`src/rtl/tla_pkg.sv`:
```
package tla_pkg;

    // Outcome of one arbitration evaluation
    typedef enum logic [1:0] {
        DEC_HOLD = 2'd0,   // holder keeps the grant, waiting to start
        DEC_PARK = 2'd1,   // no requester, grant stays where it is
        DEC_NEW  = 2'd2    // a fresh winner is selected
    } tla_dec_e;

endpackage

```
`src/rtl/tla_rr_pick.sv`:
```
// Round-robin search: first set request at or after the pointer, wrapping.
module tla_rr_pick #(
    parameter int N  = 2,
    parameter int IW = (N > 1) ? $clog2(N) : 1
) (
    input  logic [N-1:0]  req,
    input  logic [IW-1:0] ptr,
    output logic          hit,
    output logic [IW-1:0] idx
);
    always_comb begin
        int cand;
        hit = 1'b0;
        idx = ptr;
        // scan farthest offset first so the nearest one wins last
        for (int off = N - 1; off >= 0; off--) begin
            cand = int'(ptr) + off;
            if (cand >= N) cand = cand - N;
            if (req[IW'(cand)]) begin
                hit = 1'b1;
                idx = IW'(cand);
            end
        end
    end
endmodule

```
`src/rtl/tla_bus_watch.sv`:
```
// Detects the first framing cycle that follows an idle bus cycle.
module tla_bus_watch (
    input  logic clk,
    input  logic rst_n,
    input  logic frame_n,
    input  logic irdy_n,
    output logic start_now
);
    logic idle_d, idle_q;

    always_comb begin
        idle_d = frame_n & irdy_n;
    end

    always_ff @(posedge clk) begin
        if (!rst_n) idle_q <= 1'b1;
        else        idle_q <= idle_d;
    end

    assign start_now = ~frame_n & idle_q;
endmodule

```
`src/rtl/tla_arbiter.sv`:
```
module tla_arbiter #(
    parameter int N_HI = 2,
    parameter int N_LO = 3
) (
    input  logic                 clk,
    input  logic                 rst_n,
    input  logic [N_HI+N_LO-1:0] req_n,
    input  logic                 frame_n,
    input  logic                 irdy_n,
    output logic [N_HI+N_LO-1:0] gnt_n
);
    import tla_pkg::*;

    localparam int N  = N_HI + N_LO;
    localparam int NS = N_HI + 1;                        // top-level seats
    localparam int TW = (NS > 1) ? $clog2(NS) : 1;
    localparam int LW = (N_LO > 1) ? $clog2(N_LO) : 1;
    localparam logic [TW-1:0] GRP_SEAT = TW'(N_HI);
    localparam logic [TW-1:0] LAST_HI  = TW'(N_HI - 1);
    localparam logic [LW-1:0] LAST_LO  = LW'(N_LO - 1);

    typedef struct packed {
        logic [N-1:0]  gnt;      // one-hot, active high
        logic [TW-1:0] tp;       // top-level seat searched first
        logic [LW-1:0] lp;       // low-class member searched first
        logic          started;  // current holder has begun its transaction
    } arb_st_t;

    arb_st_t  st_d, st_q;
    tla_dec_e dec;

    logic [N_HI-1:0] hi_req;
    logic [N_LO-1:0] lo_req;
    logic [NS-1:0]   seat_req;
    logic            seat_hit, lo_hit, start_now, holder_req;
    logic [TW-1:0]   seat_idx;
    logic [LW-1:0]   lo_idx;
    logic [N_LO-1:0] lo_hot;
    logic            holder_started;

    assign hi_req   = ~req_n[N_HI-1:0];
    assign lo_req   = ~req_n[N-1:N_HI];
    assign seat_req = {|lo_req, hi_req};

    tla_rr_pick #(.N(NS), .IW(TW)) u_top_pick (
        .req (seat_req),
        .ptr (st_q.tp),
        .hit (seat_hit),
        .idx (seat_idx)
    );

    tla_rr_pick #(.N(N_LO), .IW(LW)) u_lo_pick (
        .req (lo_req),
        .ptr (st_q.lp),
        .hit (lo_hit),
        .idx (lo_idx)
    );

    tla_bus_watch u_watch (
        .clk       (clk),
        .rst_n     (rst_n),
        .frame_n   (frame_n),
        .irdy_n    (irdy_n),
        .start_now (start_now)
    );

    assign holder_req = |(st_q.gnt & ~req_n);
    assign lo_hot     = N_LO'(1) << lo_idx;

    always_comb begin
        st_d = st_q;
        if (holder_req && !st_q.started && !start_now) begin
            dec = DEC_HOLD;
        end else if (seat_hit) begin
            dec = DEC_NEW;
        end else begin
            dec = DEC_PARK;
        end

        case (dec)
            DEC_NEW: begin
                st_d.started = 1'b0;
                if (seat_idx != GRP_SEAT) begin
                    st_d.gnt = N'(1) << seat_idx;
                    st_d.tp  = (seat_idx == LAST_HI) ? GRP_SEAT : seat_idx + 1'b1;
                end else begin
                    st_d.gnt = {lo_hot, {N_HI{1'b0}}};
                    st_d.tp  = '0;
                    if (lo_hit) begin
                        st_d.lp = (lo_idx == LAST_LO) ? '0 : lo_idx + 1'b1;
                    end
                end
            end
            default: begin
                st_d.started = st_q.started | start_now;
            end
        endcase
    end

    always_ff @(posedge clk) begin
        if (!rst_n) begin
            st_q.gnt     <= N'(1);
            st_q.tp      <= (N_HI > 1) ? TW'(1) : GRP_SEAT;
            st_q.lp      <= '0;
            st_q.started <= 1'b0;
        end else begin
            st_q <= st_d;
        end
    end

    assign gnt_n          = ~st_q.gnt;
    assign holder_started = st_q.started;
endmodule

```
`config.mk`:
```
export PLATFORM = sky130hd
export DESIGN_NAME = tla_arbiter
export DESIGN_NICKNAME = d
export VERILOG_FILES = /design/src/rtl/tla_pkg.sv /design/src/rtl/tla_rr_pick.sv /design/src/rtl/tla_bus_watch.sv /design/src/rtl/tla_arbiter.sv
export SDC_FILE = /design/constraint.sdc
export NUM_CORES = 1
export LEC_CHECK = 0
export BUFFER_PORTS_ARGS = -buffer_cell sky130_fd_sc_hd__buf_2
export CAP_MARGIN = 20
export CELL_PAD_IN_SITES_DETAIL_PLACEMENT = 0
export CELL_PAD_IN_SITES_GLOBAL_PLACEMENT = 1
export CORE_ASPECT_RATIO = 0.8
export CORE_MARGIN = 1
export CORE_UTILIZATION = 34
export DETAILED_ROUTE_END_ITERATION = 10
export GPL_ROUTABILITY_DRIVEN = 0
export HOLD_SLACK_MARGIN = 0.06
export PLACE_DENSITY_LB_ADDON = 0.1
export SYNTH_ARGS = -nofsm -noshare
export SYNTH_HDL_FRONTEND = slang
export SYNTH_HIERARCHICAL = 1
export SYNTH_SLANG_ARGS = --single-unit
export TNS_END_PERCENT = 50
```
`constraint.sdc`:
```
create_clock -name clk -period 3.01 [get_ports clk]
set_clock_uncertainty 0.05 [all_clocks]
set_input_delay 0.602 -clock clk [delete_from_list [all_inputs] [get_ports clk]]
set_output_delay 0.602 -clock clk [all_outputs]
set_load 0.02 [all_outputs]
```
==> flow_summary.yaml, run 1 <==
run_status:
  status: "finished, final reports clean"
clocking:
  clockRootBuffer: "clkbuf_4"
  insertion_delay_ns: 0.25
  post_cts_buffers: 0
  clock-sinks: 9
  numCtsBuffers: 3
  clockBufferDepth: 2
  cts_tree: "built"
  ctsResizeCount: 0
  cts-htree-levels: 1
  hold_buffers: 0
  path_clk_slew_ns: 0.06
synth:
  ys.flop_type: "dfxtp_1"
  synth.most_common_cell: "inv_1"
  synthTopCellsByArea: "dfxtp_1, ha_1, inv_1, mux2i_1, nor2b_1"
  synth_cell_types: 30
  synth.top_cells.by_count: "inv_1, nand2_1, nor2b_1"
  syn_area_per_cell_um2: 7.810
  synth_top_area_share_pct: 18.60
  synth_cells: 124
  synthesis.area_um2: 968.4
  yosys_warnings: 6
  synth_nets: 139
  synth_seq_area_share_pct: 18.60
  synth-edff-count: 0
  synth_top_area_cell: "dfxtp_1"
  async_flop_share_pct: 0
  ys_ff_latch: 9
floorplanning:
  num_io_pins: 14
  die_width_um: 61.67
  start_util_pct: 37.79
  die_h_um: 49.74
  rows: 16
  core_um2: 2562
  die_area_um2: 3067
cells_and_area:
  final_core_util_pct: 42.58
  layout.nets: 154
  final_area_um2: 1091
  areaGrowthSynthToFinish_pct: 12.66
  num_antenna_cells: 0
  fill_cells: 283
  layout-drive-gt1-share_pct: 17.39
  instances_no_fill: 174
power_and_ir_drop:
  p_per_area_nw_per_um2: 766.5
  clkPwrFrac_pct: 10.9
  pwr-share-comb_pct: 68.1
  power_leakage_nw: 0.4766
  vdd_drop_max_v: 0.0003123
  finalPower_mw: 0.8363
  switchingPower_mw: 0.3970
  pwr-share-seq_pct: 21.1
  p_sw_share_pct: 47.47
  intPower_mw: 0.4393
critical_path:
  cp_num_buf_inv: 1
  slowest_stage: "ha_1"
  worstPathArrival_ns: 2.81
  reg2reg_from: "st_q[3]$_SDFFE_PN1N_"
  cp-start-kind: "flip-flop"
  r2r_slack_ns: 0.30
  crit_type: "flip-flop to flip-flop"
  rr_endpoint: "st_q[1]$_SDFFE_PN0P_"
  cp_max_fo: 9
  crit_required_ns: 3.11
  crit_chain: "inv_1 -> ha_1 -> nand2_1 -> a31oi_4 -> o2111ai_2 -> o21ai_2 -> nand4b_1 -> and3b_1 -> a21oi_1 -> a32o_1"
  cp-end-kind: "flip-flop"
  worstRegToRegCells: 10
  critPathTopFamily: "compound AO/OA/AOI/OAI gates"
  critical-path-max-stage-delay_ns: 0.44
global_route:
  grt_pass1_vias: 771
  grt_busiest_layer: "met2"
  track_usage_pct: 14.17
  grt_use_met3_pct: 0.7874
  use_met2_pct: 21.86
  use_met1_pct: 20.77
  grt-ovfl-total: 0
  antenna_found_initial: 0
  grt_pass1_wl_um: 3325
  grt_max_degree: 16
place:
  port_buffers: 13
  hpwl_um: 1666
  placed_area_um2: 1065
  dp.cells: 170
  preCtsSetupSlack_ns: 0.3096
route:
  antenna_left: 0
  via_per_inst: 5.155
  drc: 0
  vias: 897
  drt-initial-drc-count: 63
  drt_wl_total_um: 2081
  wl_per_cell_um: 11.96
  firstDrtPassIters: 4
timing:
  period_share_pct: 90.05
  max_freq_ghz: 0.3689
  setup-violations-final: 0
  fin_crit_ns: 2.710
  drv_slew: 0
  slew-limit-headroom_pct: 63.07
  hold_viol: 0
  layout_setup_ws_ns: 0.2995
  rsz0062_at_grt: "false"
  tightest_slew_ns: 0.5539
  worst_hold_slack_ns: 0.4275
  tns_ns: 0
hold_path:
  hold_start: "st_q[7]$_SDFFE_PN0N_"
  hold_path_end: "st_q[7]$_SDFFE_PN0N_"
  hp-class: "flip-flop to flip-flop"
  whs_path_depth: 2
run:
  cap_viol_max_count: 0
-- worst register-to-register path: cells and delay by family (launching register included) --
kind                     cells  cell delay, ns
AO/OA/AOI/OAI                5            1.11
adder cells (fa/ha/maj)      1            0.44
buffers and inverters        1            0.10
flip-flops                   1            0.40
AND/OR/NAND/NOR              3            0.52
-- worst max path at each step --
stage | endpoint | cells after the start | startpoint | slack, ns
final | st_q[1]$_SDFFE_PN0P_ | 10 | st_q[3]$_SDFFE_PN1N_ | 0.30
after global routing | st_q[1]$_SDFFE_PN0P_ | 10 | st_q[3]$_SDFFE_PN1N_ | 0.11
after CTS | st_q[1]$_SDFFE_PN0P_ | 10 | st_q[3]$_SDFFE_PN1N_ | 0.31
after detailed placement | st_q[1]$_SDFFE_PN0P_ | 10 | st_q[3]$_SDFFE_PN1N_ | 0.31
after global placement | st_q[1]$_SDFFE_PN0P_ | 10 | st_q[3]$_SDFFE_PN1N_ | 0.44
after floorplan | st_q[1]$_SDFFE_PN0P_ | 11 | st_q[3]$_SDFFE_PN1N_ | 0.59
-- registers in the layout, summed over array words and instances (netlist names) --
| name | cells |
|---|---|
| st_q | 7 |
| u_watch/idle_q | 1 |
| holder_started | 1 |
-- layout make-up --
| cell class | count | area [um^2] | share of cell area [%] |
|---|---|---|---|
| Clock buffer | 4 | 26.28 | 2.408 |
| Inverter | 19 | 71.32 | 6.537 |
| Multi-Input combinational cell | 93 | 703.2 | 64.45 |
| Sequential cell | 9 | 180.2 | 16.51 |
| Tap cell | 36 | 45.04 | 4.128 |
| Timing Repair Buffer | 13 | 65.06 | 5.963 |
-- cells in the final DEF, fill, tap and decap left out --
cell type | netlist | routed
a21bo_1 | 1 | 1
a21oi_1 | 5 | 5
a222oi_1 | 1 | 1
a22o_1 | 2 | 2
a31oi_4 | 2 | 2
a32o_1 | 1 | 1
a41o_1 | 3 | 3
a41oi_2 | 1 | 1
and3b_1 | 3 | 3
buf_2 | 2 | 13
clkbuf_1 | 1 | 1
clkbuf_4 | 0 | 3
dfxtp_1 | 9 | 9
ha_1 | 6 | 6
inv_1 | 19 | 19
mux2_4 | 1 | 1
mux2i_1 | 7 | 7
nand2_1 | 13 | 13
nand2b_1 | 6 | 6
nand3_1 | 2 | 2
nand3b_1 | 2 | 2
nand4b_1 | 1 | 1
nor2_1 | 5 | 5
nor2b_1 | 11 | 11
nor3b_1 | 4 | 4
o2111ai_2 | 2 | 2
o211ai_1 | 1 | 1
o21ai_0 | 5 | 5
o21ai_1 | 4 | 4
o21ai_2 | 2 | 2
o221ai_1 | 2 | 2
-- per-layer routing --
metal  up-vias  routed length (um)
li1        463                   -
met1       422                1098
met2        10                 941
met3         2                  35
met4         0                   5
met5         -                   0
-- power groups by stage --
stage,Sequential (mW),Clock (mW),Combinational (mW)
2_1_floorplan,0.170,0,0.467
3_3_place_gp,0.177,0,0.561
3_5_place_dp,0.180,0,0.566
4_1_cts,0.177,0.0959,0.568
5_1_grt,0.182,0.106,0.623
6_report,0.176,0.0910,0.569
-- logic make-up (layout without fill, tap and decap cells) --
kind of cell / after synthesis / after routing / share of synthesized area [%]
DFF: 9 / 9 / 18.60
adders and majority gates: 6 / 6 / 7.752
buffers and inverters: 22 / 36 / 8.785
and+or+nand+nor: 47 / 47 / 27.26
muxes: 8 / 8 / 8.785
AOI/OAI and AO/OA: 32 / 32 / 28.81
(Power assumes the default switching activity.)
==> inputs of run 2 (changes only) <==
--- a/config.mk
+++ b/config.mk
@@ -5,14 +5,15 @@
 export SDC_FILE = /design/constraint.sdc
 export NUM_CORES = 1
 export LEC_CHECK = 0
-export BUFFER_PORTS_ARGS = -buffer_cell sky130_fd_sc_hd__buf_2
+export ABC_AREA = 1
 export CAP_MARGIN = 20
 export CELL_PAD_IN_SITES_DETAIL_PLACEMENT = 0
 export CELL_PAD_IN_SITES_GLOBAL_PLACEMENT = 1
 export CORE_ASPECT_RATIO = 0.8
-export CORE_MARGIN = 1
+export CORE_MARGIN = 4
 export CORE_UTILIZATION = 34
 export DETAILED_ROUTE_END_ITERATION = 10
+export DONT_BUFFER_PORTS = 1
 export GPL_ROUTABILITY_DRIVEN = 0
 export HOLD_SLACK_MARGIN = 0.06
 export PLACE_DENSITY_LB_ADDON = 0.1
==> flow_summary.yaml, run 2 <==
timing:
  slew-limit-headroom_pct: 82.53
  layout_setup_ws_ns: 0.6844
  hold_viol: 0
  max_freq_ghz: 0.4300
  rsz0062_at_grt: "false"
  fin_crit_ns: 2.326
  drv_slew: 0
  tns_ns: 0
  setup-violations-final: 0
  period_share_pct: 77.26
  tightest_slew_ns: 0.2617
clocking:
  clockBufferDepth: 2
  cts_tree: "built"
  cts-htree-levels: 1
  insertion_delay_ns: 0.26
  post_cts_buffers: 0
  path_clk_slew_ns: 0.06
  numCtsBuffers: 3
  hold_buffers: 0
  ctsResizeCount: 0
  clockRootBuffer: "clkbuf_4"
  clock-sinks: 9
power_and_ir_drop:
  vdd_drop_max_v: 0.0003309
  finalPower_mw: 1.109
  power_leakage_nw: 0.5561
  p_per_area_nw_per_um2: 1056
route:
  antenna_left: 0
  via_per_inst: 4.485
  wl_per_cell_um: 9.902
  vias: 915
  drt-initial-drc-count: 48
  firstDrtPassIters: 5
  drc: 0
  drt_wl_total_um: 2020
synth:
  syn_area_per_cell_um2: 6.024
  synth_seq_area_share_pct: 18.46
  synth_cells: 162
  async_flop_share_pct: 0
  ys.flop_type: "dfxtp_1"
  synth_top_area_share_pct: 18.46
  synthTopCellsByArea: "dfxtp_1, nand2_1, inv_1, nand3_1, ha_1"
  synth_nets: 177
  synth-edff-count: 0
  synth_top_area_cell: "dfxtp_1"
  synth.most_common_cell: "nand2_1"
  synthesis.area_um2: 975.9
  yosys_warnings: 6
  ys_ff_latch: 9
  synth_cell_types: 23
  synth.top_cells.by_count: "nand2_1, inv_1, nand3_1"
cells_and_area:
  num_antenna_cells: 0
  layout-drive-gt1-share_pct: 19.28
  fill_cells: 307
  final_cell_mix: "nand2_1, inv_1, nand3_1"
  largest-register: "st_q"
  final_common_cell: "nand2_1"
  areaGrowthSynthToFinish_pct: 7.564
  layout.nets: 182
  largest_register_ffs: 7
  final_core_util_pct: 38.26
critical_path:
  worstPathArrival_ns: 2.46
  critical-path-max-stage-delay_ns: 0.39
  crit_type: "flip-flop to flip-flop"
  cp-end-kind: "flip-flop"
  cp-start-kind: "flip-flop"
  cpMostUsedCell: "inv_1"
  crit_chain: "inv_1 -> ha_1 -> inv_2 -> nand3_1 -> inv_1 -> a21oi_2 -> inv_2 -> nor2_4 -> nand3_2 -> nand2_1 -> inv_1 -> or2_4 -> nor3_4 -> nand4_1 -> a21oi_1"
  cp_max_fo: 5
  slowest_stage: "dfxtp_1"
  crit_required_ns: 3.15
hold_path:
  hp-class: "input port to flip-flop"
place:
  preCtsSetupSlack_ns: 0.6715
  hpwl_um: 1763
  port_buffers: 0
global_route:
  antenna_found_initial: 0
  track_usage_pct: 11.78
  grt_pass1_vias: 835
  grt_pass1_wl_um: 3512
  grt_max_degree: 8
  grt-ovfl-total: 0
floorplanning:
  rows: 17
  die_width_um: 67.90
  die_h_um: 55.92
  num_io_pins: 14
  core_um2: 2744
  start_util_pct: 35.57
  die_area_um2: 3797
run_status:
  status: "finished, final reports clean"
run:
  cap_viol_max_count: 0
==> run 2: final timing paths <==
check | startpoint | end | slack, ns | depth (start not counted)
min | rst_n | u_watch/idle_q$_SDFF_PN1_ | 0.36 | 1
min reg2reg | st_q[1]$_SDFFE_PN0P_ | st_q[1]$_SDFFE_PN0P_ | 0.44 | 2
max reg2reg | st_q[3]$_SDFFE_PN1N_ | st_q[1]$_SDFFE_PN0P_ | 0.68 | 15
max | st_q[3]$_SDFFE_PN1N_ | st_q[1]$_SDFFE_PN0P_ | 0.68 | 15
==> run 2: report_power, final <==
part / switching [mW] / total [mW] / internal (mW)
clock: 0.0402 / 0.0911 / 0.0510
combinational: 0.543 / 0.818 / 0.274
sequential: 0.0433 / 0.200 / 0.157
total: 0.627 / 1.11 / 0.482
==> run 2: critical path, delay by kind of cell (launching register included) <==
kind	cells	cell delay, ns
AO/OA/AOI/OAI	2	0.30
flip-flops	1	0.39
buffers and inverters	5	0.34
adder cells (fa/ha/maj)	1	0.36
AND/OR/NAND/NOR	7	0.82
==> run 2: final cells by class <==
class,count,area [um^2],area share [%]
well taps,38,47.55,4.529
flip-flops and latches,9,180.2,17.16
multi-input cells,118,661.9,63.05
inverters,35,133.9,12.75
clock buffers,4,26.28,2.503
==> run 2: per-stage QoR <==
stage,cell area [um^2],hold slack (ns),std cells
2_1_floorplan,975.9,0.4006,162
6_report,1050,0.3619,204
4_1_cts,1050,0.3510,204
3_5_place_dp,1023,0.4351,200
3_3_place_gp,1023,0.4365,200
5_1_grt,1050,0.3569,204
==> run 2: layer usage <==
metal	global-route usage, %	wire length, um	up-vias
met3	2.424	89	2
met1	16.32	1023	394
met5	0	0	-
met2	17.34	889	11
met4	5.099	17	0
li1	-	-	508
==> run 2: kinds of logic (layout without fill, tap and decap cells) <==
| logic type | after synthesis | in the layout | synth area share (%) |
|---|---|---|---|
| AOI/OAI and AO/OA | 14 | 14 | 10.13 |
| and+or+nand+nor | 98 | 98 | 50.00 |
| buffers and inverters | 35 | 39 | 13.72 |
| DFF | 9 | 9 | 18.46 |
| adders and majority gates | 6 | 6 | 7.692 |
